===== config.mk =====
export PLATFORM = sky130hd
export DESIGN_NAME = ldz_display
export DESIGN_NICKNAME = d
export VERILOG_FILES = /design/src/rtl/ldz_pkg.sv /design/src/rtl/ldz_seg_rom.sv /design/src/rtl/ldz_stage.sv /design/src/rtl/ldz_display.sv
export SDC_FILE = /design/constraint.sdc
export NUM_CORES = 1
export LEC_CHECK = 0
export ABC_AREA = 1
export BUFFER_PORTS_ARGS = -buffer_cell sky130_fd_sc_hd__buf_2
export CAP_MARGIN = 25
export CORE_MARGIN = 2
export CORE_UTILIZATION = 54
export DETAILED_ROUTE_END_ITERATION = 10
export HOLD_SLACK_MARGIN = 0.1
export PLACE_DENSITY = 0.83
export SETUP_SLACK_MARGIN = 0.1
export SYNTH_ARGS = -nofsm -noshare
export SYNTH_HDL_FRONTEND = slang
export SYNTH_SLANG_ARGS = --single-unit

===== constraint.sdc =====
create_clock -name clk -period 2.6 [get_ports clk]
set_input_delay 0.52 -clock clk [delete_from_list [all_inputs] [get_ports clk]]
set_output_delay 0.52 -clock clk [all_outputs]
set_load 0.02 [all_outputs]

===== src/rtl/ldz_pkg.sv =====
package ldz_pkg;

  localparam int SEG_W = 7;
  localparam int BCD_W = 4;

  typedef logic [SEG_W-1:0] seg_t;
  typedef logic [BCD_W-1:0] bcd_t;

  localparam seg_t SEG_OFF  = 7'b1111111;
  localparam seg_t SEG_ZERO = 7'b0000001;

endpackage


===== src/rtl/ldz_seg_rom.sv =====
module ldz_seg_rom
  import ldz_pkg::*;
(
  input  bcd_t code_i,
  output seg_t seg_n_o
);

  always_comb begin
    unique case (code_i)
      4'd0:    seg_n_o = SEG_ZERO;
      4'd1:    seg_n_o = 7'b1001111;
      4'd2:    seg_n_o = 7'b0010010;
      4'd3:    seg_n_o = 7'b0000110;
      4'd4:    seg_n_o = 7'b1001100;
      4'd5:    seg_n_o = 7'b0100100;
      4'd6:    seg_n_o = 7'b0100000;
      4'd7:    seg_n_o = 7'b0001111;
      4'd8:    seg_n_o = 7'b0000000;
      4'd9:    seg_n_o = 7'b0000100;
      default: seg_n_o = SEG_OFF;
    endcase
  end

endmodule


===== src/rtl/ldz_stage.sv =====
module ldz_stage
  import ldz_pkg::*;
(
  input  bcd_t code_i,
  input  logic blank_req_n_i,
  output seg_t seg_n_o,
  output logic blank_req_n_o
);

  seg_t rom_seg_n;
  logic is_zero;

  ldz_seg_rom rom_i (
    .code_i  (code_i),
    .seg_n_o (rom_seg_n)
  );

  assign is_zero = (code_i == '0);

  // Blank only a zero that still has the request from above.
  always_comb begin
    if (is_zero && !blank_req_n_i) begin
      seg_n_o       = SEG_OFF;
      blank_req_n_o = 1'b0;
    end else begin
      seg_n_o       = rom_seg_n;
      blank_req_n_o = 1'b1;
    end
  end

endmodule


===== src/rtl/ldz_display.sv =====
module ldz_display
  import ldz_pkg::*;
#(
  parameter int NUM_DIGITS = 4
) (
  input  logic                        clk,
  input  logic                        rst,
  input  logic [BCD_W*NUM_DIGITS-1:0] digits_i,
  input  logic                        show_zero_i,
  output logic [SEG_W*NUM_DIGITS-1:0] seg_n_o,
  output logic                        all_blank_n_o
);

  localparam int IN_W  = BCD_W * NUM_DIGITS;
  localparam int OUT_W = SEG_W * NUM_DIGITS;
  localparam int MSD   = NUM_DIGITS - 1;

  logic [NUM_DIGITS-1:0] req_in_n;
  logic [NUM_DIGITS-1:0] req_out_n;
  logic [OUT_W-1:0]      seg_comb_n;

  for (genvar k = 0; k < NUM_DIGITS; k++) begin : g_stage
    logic from_above_n;

    if (k == MSD) begin : g_top
      assign from_above_n = 1'b0;
    end else begin : g_mid
      assign from_above_n = req_out_n[k+1];
    end

    if (k == 0) begin : g_last
      assign req_in_n[k] = from_above_n | show_zero_i;
    end else begin : g_rest
      assign req_in_n[k] = from_above_n;
    end

    ldz_stage stage_i (
      .code_i        (digits_i[BCD_W*k +: BCD_W]),
      .blank_req_n_i (req_in_n[k]),
      .seg_n_o       (seg_comb_n[SEG_W*k +: SEG_W]),
      .blank_req_n_o (req_out_n[k])
    );
  end

  always_ff @(posedge clk) begin
    if (rst) begin
      seg_n_o       <= '1;
      all_blank_n_o <= 1'b0;
    end else begin
      seg_n_o       <= seg_comb_n;
      all_blank_n_o <= req_out_n[0];
    end
  end

  // Assertions

  p_reset_off_r7: assert property (@(posedge clk) rst |=> (&seg_n_o && !all_blank_n_o));

  p_msd_zero_blank_r3: assert property (@(posedge clk) disable iff (rst)
    (digits_i[IN_W-1 -: BCD_W] == '0 && (MSD != 0 || !show_zero_i))
      |=> (seg_n_o[OUT_W-1 -: SEG_W] == SEG_OFF));

  p_msd_digit_lit_r1: assert property (@(posedge clk) disable iff (rst)
    (digits_i[IN_W-1 -: BCD_W] inside {[4'd1:4'd9]})
      |=> (seg_n_o[OUT_W-1 -: SEG_W] != SEG_OFF));

  p_show_zero_r5: assert property (@(posedge clk) disable iff (rst)
    (show_zero_i && digits_i == '0)
      |=> (seg_n_o[SEG_W-1:0] == SEG_ZERO && all_blank_n_o));

  p_blank_all_off_r6: assert property (@(posedge clk) disable iff (rst)
    !all_blank_n_o |-> (&seg_n_o));

  for (genvar k = 0; k < NUM_DIGITS; k++) begin : g_chk
    p_invalid_off_r2: assert property (@(posedge clk) disable iff (rst)
      (digits_i[BCD_W*k +: BCD_W] > 4'd9)
        |=> (seg_n_o[SEG_W*k +: SEG_W] == SEG_OFF));
  end

endmodule


==> impl_metrics.toml, run 1 <==
[synth]
synth_area_leaders = "dfxtp_1 (37%), ha_1 (16%), nand3_1 (8.3%)"
ys_seq_area_frac = 0.371
synth_ff_type = "dfxtp_1"
ys_ff_latch = 29
synth_commonest_cells = "dfxtp_1 (29), nand2_1 (29), nand3_1 (26)"
synth_warnings = 0
synth_top_cell_by_area = "dfxtp_1"
synth-edff-count = 0
synth_top_area_frac = 0.371
synthArstFlopShare = 0
avgSynthCellArea_um2 = 8.12
syn_area_um2 = 1570
syn_nets = 232
postSynthCellCount = 193
synth.distinct_cells = 25

[pwr]
p_per_area_nw_per_um2 = 503
p_leak_nw = 0.985
total_power_mw = 0.944
vdd.ir_drop.worst_mv = 0.383

[setup_path]
path_cells = "buf_2"
cp-end-kind = "output pin"
path_class = "register to output pin"
critPathArrivalTime_ps = 800
crit_fanout = 1
worstPathBufferInverterCount = 1
slowest_stage = "dfxtp_1"
slowest_delay_ps = 340
critPathLaunch = "seg_n_o[7]$_SDFF_PP1_"
critPathRequiredTime_ps = 2080
cpLargestDelayFamily = "flip-flops"
startpoint_type = "register"

[hold_path]
hold_path_class = "input pin to register"
hold_start = "rst"

[routing]
drt-total-wl_um = 2550
drc_errors = 0
viasPerCell = 4.76
wire_per_inst_um = 9.25
vias = 1310
drtIter0Drc = 14
dr.pass1.iters = 4
ant_nets = 0

[grt]
grt_pass1_vias = 1082
grt_max_degree = 18
grt.total_usage = 0.163
grt_pass1_wl_um = 4270
grt_antenna_before_repair = 0
grt_overflow = 0

[floorplan]
num_rows = 19
ios = 48
die_area_um2 = 3350
core_um2 = 2760
die_h_um = 57.9
start_util = 0.568
die_width_um = 57.9

[clocking]
cts_hold_buf = 0
cts.sinks = 29
postCtsSetupBuffers = 0
cts_tree = "done"
cts_inserted_buffers = 5
cts_buffer_depth = 2
root_buffer = "clkbuf_4"
clkTransAtPathRegs_ps = 80
htree_levels = 2
cts_resized = 0

[placed_design]
gp_congestion = 0.777
dp_hpwl_um = 2100
post-place-ws_ps = 1010
io_buffer_count = 47

[finish]
drive_gt1_frac = 0.287
antennaDiodeCount = 0
nets = 283
syn2layout_area_growth_pct = 19.9

[sta]
tightest_slew_ps = 483
relSlewSlack = 0.676
holdWs_ps = 472
fin_ws_ps = 1280
fin_crit_ps = 1320
setup_viol = 0
hold_violations = 0
slew_violations = 0
final.setup.tns_ps = 0
fmax_ghz = 0.757
finalCritPeriodShare = 0.508
rsz0062_at_grt = "false"

[flow_run]
drv_cap = 0

[status]
status = "finished, final reports clean"
per-stage QoR:
| step | util | std cells | cell area (µm²) |
|---|---|---|---|
| 3_5_place_dp | 0.661 | 268 | 1820 |
| 5_1_grt | 0.681 | 275 | 1880 |
| 6_report | 0.681 | 275 | 1880 |
| 2_1_floorplan | - | 193 | 1570 |
| 3_3_place_gp | 0.661 | 268 | 1820 |
| 4_1_cts | 0.681 | 275 | 1880 |
routing by layer:
layer	GRT usage	routed length, µm
met1	0.173	1060
met2	0.300	1320
met3	0.0313	120
met4	0.0897	42
met5	0	0
report_power, final:
| part | switching [mW] | leakage (nW) | internal [mW] |
|---|---|---|---|
| clock | 0.125 | 0.0314 | 0.127 |
| sequential | 0.00643 | 0.242 | 0.475 |
| combinational | 0.136 | 0.712 | 0.0742 |
| total | 0.267 | 0.985 | 0.677 |
worst paths after layout:
path | slack, ps | cells after the start | end
worst max-delay path | 1280 | 1 | seg_n_o[7]
worst min-delay path | 470 | 3 | seg_n_o[18]$_SDFF_PP1_
kinds of logic after synthesis:
| kind of cell | share of synthesized area |
|---|---|
| flops | 0.371 |
| simple gates | 0.308 |
| fa+ha+maj | 0.160 |
| buf+inv | 0.0711 |
| compound gates | 0.0910 |
cell type report:
| class | instances | area (µm²) |
|---|---|---|
| Fill cell | 258 | 880 |
| Timing Repair Buffer | 47 | 235 |
| Sequential cell | 29 | 581 |
| Multi-Input combinational cell | 136 | 875 |
| Clock buffer | 7 | 55.1 |
| Inverter | 25 | 93.8 |
| Tap cell | 31 | 38.8 |
cells in the final DEF (no fill, tap or decap), types with 2 or more instances in the layout:
master / synthesis / layout
nand3_2: 2 / 2
nand3_1: 26 / 26
nand2_4: 3 / 3
dfxtp_1: 29 / 29
nand2_1: 29 / 29
inv_1: 23 / 23
nor2_4: 2 / 2
nor2_2: 2 / 2
o211ai_1: 2 / 2
ha_1: 20 / 20
a21oi_1: 11 / 11
or2_1: 2 / 2
o21ai_0: 10 / 10
or2_2: 3 / 3
clkbuf_4: 0 / 5
o21ai_1: 3 / 3
nor2_1: 16 / 16
buf_2: 2 / 47
flip-flops by register name, summed over array words and instances (netlist names):
name / count
all_blank_n_o: 1
seg_n_o: 28
Note: power is estimated with default switching activity, not from simulation.
==> inputs of run 2 (changes only) <==
--- a/config.mk
+++ b/config.mk
@@ -9,10 +9,10 @@
 export BUFFER_PORTS_ARGS = -buffer_cell sky130_fd_sc_hd__buf_2
 export CAP_MARGIN = 25
 export CORE_MARGIN = 2
-export CORE_UTILIZATION = 54
+export CORE_UTILIZATION = 46
 export DETAILED_ROUTE_END_ITERATION = 10
 export HOLD_SLACK_MARGIN = 0.1
-export PLACE_DENSITY = 0.83
+export PLACE_DENSITY = 0.76
 export SETUP_SLACK_MARGIN = 0.1
 export SYNTH_ARGS = -nofsm -noshare
 export SYNTH_HDL_FRONTEND = slang
==> constraint.sdc (replaced) <==
create_clock -name clk -period 1.18 [get_ports clk]
set_input_delay 0.236 -clock clk [delete_from_list [all_inputs] [get_ports clk]]
set_output_delay 0.236 -clock clk [all_outputs]
set_load 0.02 [all_outputs]
==> run 2 against run 1 <==
Critical path depth unchanged. Setup slack worse by 1100 ps. Global-route usage down 1.1 points. Count of clock-buffer cells in the layout up 1. Sequential cell count unchanged. Via count up 5.6%. Sequential power up 120%. Power up 120%. Critical path type unchanged. Critical endpoint is now seg_n_o[12]. Largest power group unchanged.
==> impl_metrics.toml, run 2 (same netlist as run 1, synthesis figures left out) <==
[status]
status = "finished, final reports clean"

[finish]
fin_area_um2 = 2030
fillers = 344
largest_reg_flops = 28
final_common_cell = "buf_2"
syn2layout_area_growth_pct = 29.8
drive_gt1_frac = 0.344
most-common-layout-cells = "buf_2 (46), nand2_1 (29), dfxtp_1 (29), nand3_1 (26), inv_1 (21)"
nets = 300
reg.largest.list = "seg_n_o x28, all_blank_n_o x1"
multi_input_area_um2 = 887
top_register = "seg_n_o"
ff_latch_area_um2 = 581
antennaDiodeCount = 0

[routing]
vias = 1384
viasPerCell = 4.49
drt-total-wl_um = 2660
wire_per_inst_um = 8.64
drc_errors = 0
ant_nets = 0
drtIter0Drc = 52
dr.pass1.iters = 4

[clocking]
cts_tree = "done"
postCtsSetupBuffers = 0
htree_levels = 2
cts_buffer_depth = 2
clkTransAtPathRegs_ps = 80
cts.sinks = 29
cts_hold_buf = 0
root_buffer = "clkbuf_4"
cts_resized = 0
cts_inserted_buffers = 5

[sta]
relSlewSlack = 0.824
finalCritPeriodShare = 0.870
setup_viol = 0
tightest_slew_ps = 264
slew_violations = 0
fin_crit_ps = 1030
rsz0062_at_grt = "false"
hold_violations = 0
final.setup.tns_ps = 0
fmax_ghz = 0.974

[placed_design]
place_area_um2 = 1980
gp_congestion = 0.851
io_buffer_count = 47
dp_hpwl_um = 2280

[grt]
grt_pass1_wl_um = 4690
grt_pass1_vias = 1233
grt_antenna_before_repair = 0
grt_overflow = 0
grt_max_degree = 12
grt.total_usage = 0.152

[setup_path]
slowest_delay_ps = 320
crit_fanout = 1
slowest_stage = "dfxtp_1"
critPathLaunch = "seg_n_o[12]$_SDFF_PP1_"
path_class = "register to output pin"
crit_cells = 1
setup.worst_path.end = "seg_n_o[12]"
critPathRequiredTime_ps = 940
path_cells = "buf_2"
critPathArrivalTime_ps = 790
cp-end-kind = "output pin"
startpoint_type = "register"
cpLargestDelayFamily = "flip-flops"
worstPathBufferInverterCount = 1

[floorplan]
ios = 48
core_um2 = 3310
die_width_um = 62.4
die_h_um = 62.4
die_area_um2 = 3890
num_rows = 21
start_util = 0.473

[pwr]
p_int_mw = 1.49
switching_share = 0.291
vdd.ir_drop.worst_mv = 0.337
p_per_area_nw_per_um2 = 1030
switchingPower_mw = 0.611
p_leak_nw = 1.06
clkPwrFrac = 0.250
pwr-share-seq = 0.506
p_comb_frac = 0.245

[hold_path]
min_delay_path_depth = 3
hold_path_class = "input pin to register"
hold_start = "rst"

[flow_run]
drv_cap = 0
[run 2: worst min path at each step]
stage                                   to  slack [ps]
global placement    seg_n_o[16]$_SDFF_PP1_         500
detailed placement  seg_n_o[16]$_SDFF_PP1_         500
CTS                 seg_n_o[16]$_SDFF_PP1_         160
global route        seg_n_o[18]$_SDFF_PP1_         190
floorplan           seg_n_o[21]$_SDFF_PP1_         330
finish              seg_n_o[16]$_SDFF_PP1_         180
[run 2: per-layer routing]
layer	GRT usage	part of all wire	vias up	wire length [µm]
li1	-	-	755	-
met1	0.145	0.43	586	1140
met2	0.273	0.49	35	1300
met3	0.0435	0.053	8	140
met4	0.119	0.032	0	86
met5	0	0	-	0
[run 2: area by class of cell]
| type | count | area share |
|---|---|---|
| well taps | 46 | 0.0283 |
| repair buffers | 64 | 0.180 |
| multi-input cells | 136 | 0.436 |
| flip-flops and latches | 29 | 0.286 |
| clock buffers | 8 | 0.0240 |
| inverters | 25 | 0.0462 |
[run 2: stage by stage]
stage               total power [mW]  setup WS, ps  hold WS [ps]  cells   util
CTS                             2.13           110           162    308  0.613
floorplan                       1.40           105           333    193      -
finish                          2.10           153           176    308  0.614
global placement                1.59         -35.0           498    300  0.599
global route                    2.24           102           186    308  0.614
detailed placement              1.60         -53.3           501    300  0.599
[run 2: power groups by stage]
stage               registers [mW]  logic (mW)  clock network, mW
floorplan                     1.18       0.223                  0
global placement              1.08       0.510                  0
detailed placement            1.09       0.515                  0
CTS                           1.06       0.517              0.546
global route                  1.07       0.572              0.597
finish                        1.06       0.513              0.524
==> inputs of run 3 (changes only) <==
--- a/config.mk
+++ b/config.mk
@@ -6,11 +6,12 @@
 export NUM_CORES = 1
 export LEC_CHECK = 0
 export ABC_AREA = 1
-export BUFFER_PORTS_ARGS = -buffer_cell sky130_fd_sc_hd__buf_2
 export CAP_MARGIN = 25
 export CORE_MARGIN = 2
-export CORE_UTILIZATION = 46
+export CORE_UTILIZATION = 56
 export DETAILED_ROUTE_END_ITERATION = 10
+export DONT_BUFFER_PORTS = 1
+export GPL_TIMING_DRIVEN = 0
 export HOLD_SLACK_MARGIN = 0.1
 export PLACE_DENSITY = 0.76
 export SETUP_SLACK_MARGIN = 0.1
==> run 3 against run 2 <==
Utilization grew 2.3 points. Non-clock buffer count fell by 55. Die area is 17% lower. Power shrank 7.0%. Critical endpoint is now seg_n_o[10].
==> impl_metrics.toml, run 3 (same netlist as run 1, synthesis figures left out) <==
[routing]
wire_per_inst_um = 10.7
drtIter0Drc = 30
dr.pass1.iters = 4
drc_errors = 0
vias = 1191
viasPerCell = 5.00
drt-total-wl_um = 2560
ant_nets = 0

[sta]
fin_crit_ps = 987
hold_violations = 0
tightest_slew_ps = 392
finalCritPeriodShare = 0.837
rsz0062_at_grt = "false"
slew_violations = 0
fmax_ghz = 1.01
final.setup.tns_ps = 0
setup_viol = 0
relSlewSlack = 0.737

[setup_path]
path_class = "register to output pin"
crit_fanout = 1
critPathRequiredTime_ps = 940
startpoint_type = "register"
critPathLaunch = "seg_n_o[10]$_SDFF_PP1_"
critPathArrivalTime_ps = 750
cp-end-kind = "output pin"

[floorplan]
ios = 48
die_area_um2 = 3240
die_width_um = 56.9
core_um2 = 2710
die_h_um = 56.9
start_util = 0.578
num_rows = 19

[grt]
grt_pass1_wl_um = 4410
grt_pass1_vias = 1107
grt.total_usage = 0.175
grt_max_degree = 11
grt_overflow = 0
grt_antenna_before_repair = 0

[pwr]
p_leak_nw = 0.855
vdd.ir_drop.worst_mv = 0.912
total_power_mw = 1.95
p_per_area_nw_per_um2 = 1130

[clocking]
cts_inserted_buffers = 5
cts_buffer_depth = 2
cts_tree = "done"
cts.sinks = 29
cts_resized = 0
root_buffer = "clkbuf_4"
htree_levels = 2
clkTransAtPathRegs_ps = 70

[placed_design]
dp.cells = 224
place_area_um2 = 1620
dp_hpwl_um = 2040
gp_congestion = 0.828
io_buffer_count = 0

[finish]
most-common-layout-cells = "nand2_1 (29), dfxtp_1 (29), nand3_1 (26), inv_1 (21), ha_1 (18)"
top_register = "seg_n_o"
post-route-util = 0.637
instances_no_fill = 238
reg.largest.list = "seg_n_o x28, all_blank_n_o x1"
syn2layout_area_growth_pct = 10.2
antennaDiodeCount = 0
fin_area_um2 = 1730
nets = 245
drive_gt1_frac = 0.140
fillers = 243
largest_reg_flops = 28

[hold_path]
hold_start = "digits_i[14]"
holdPathEnd = "seg_n_o[23]$_SDFF_PP1_"
hold_path_class = "input pin to register"
min_delay_path_depth = 3

[status]
status = "finished, final reports clean"

[flow_run]
drv_cap = 0
-- run 3: how the worst max path moves through the flow --
| stage | to | depth (start not counted) | slack, ps |
|---|---|---|---|
| 2_1_floorplan | all_blank_n_o$_SDFF_PP0_ | 6 | 110 |
| 3_3_place_gp | all_blank_n_o$_SDFF_PP0_ | 6 | 10 |
| 3_5_place_dp | all_blank_n_o$_SDFF_PP0_ | 6 | -20 |
| 4_1_cts | seg_n_o[13] | 0 | 170 |
| 5_1_grt | seg_n_o[4] | 0 | 150 |
| 6_report | seg_n_o[10] | 0 | 190 |
-- run 3: report_power, final --
group          internal (mW)  switching (mW)  total [mW]
logic                  0.118           0.167       0.284
clock network          0.237           0.268       0.504
registers               1.05           0.112        1.16
total                   1.40           0.547        1.95
-- run 3: layer usage --
layer  routed length, µm  part of all wire  vias to the layer above  GRT usage
met3                 163             0.064                        5     0.0461
met4                  45             0.018                        0     0.0997
met5                   0                 0                        -          0
li1                    -                 -                      641          -
met2                1350              0.53                       38      0.312
met1                1000              0.39                      507      0.183
-- run 3: final cells by class --
type	count	area (µm²)	area share
clock buffer	8	48.8	0.0283
sequential	29	581	0.336
multi-input combinational	136	887	0.514
inverter	25	93.8	0.0543
timing repair buffer	6	60.1	0.0348
tap	31	38.8	0.0225
buffer	3	17.5	0.0101
-- run 3: stage by stage --
step | worst slack [ps] | hold slack (ps)
2_1_floorplan | 105 | 333
3_3_place_gp | 13.4 | 336
3_5_place_dp | -16.7 | 337
4_1_cts | 175 | 116
5_1_grt | 152 | 115
6_report | 193 | 127
-- run 3: worst min-delay path, cell delays in order --
cell,delay (ps)
nand2_1,30
o21ai_0,50
o21ai_0,70
-- run 3: what timing repair did --
item | 4_1_cts | 5_1_grt
endpoints found under the hold margin | 12 | 0
setup buffers | 0 | 0
hold buffers | 6 | 0
endpoints found under the setup margin | 0 | 0
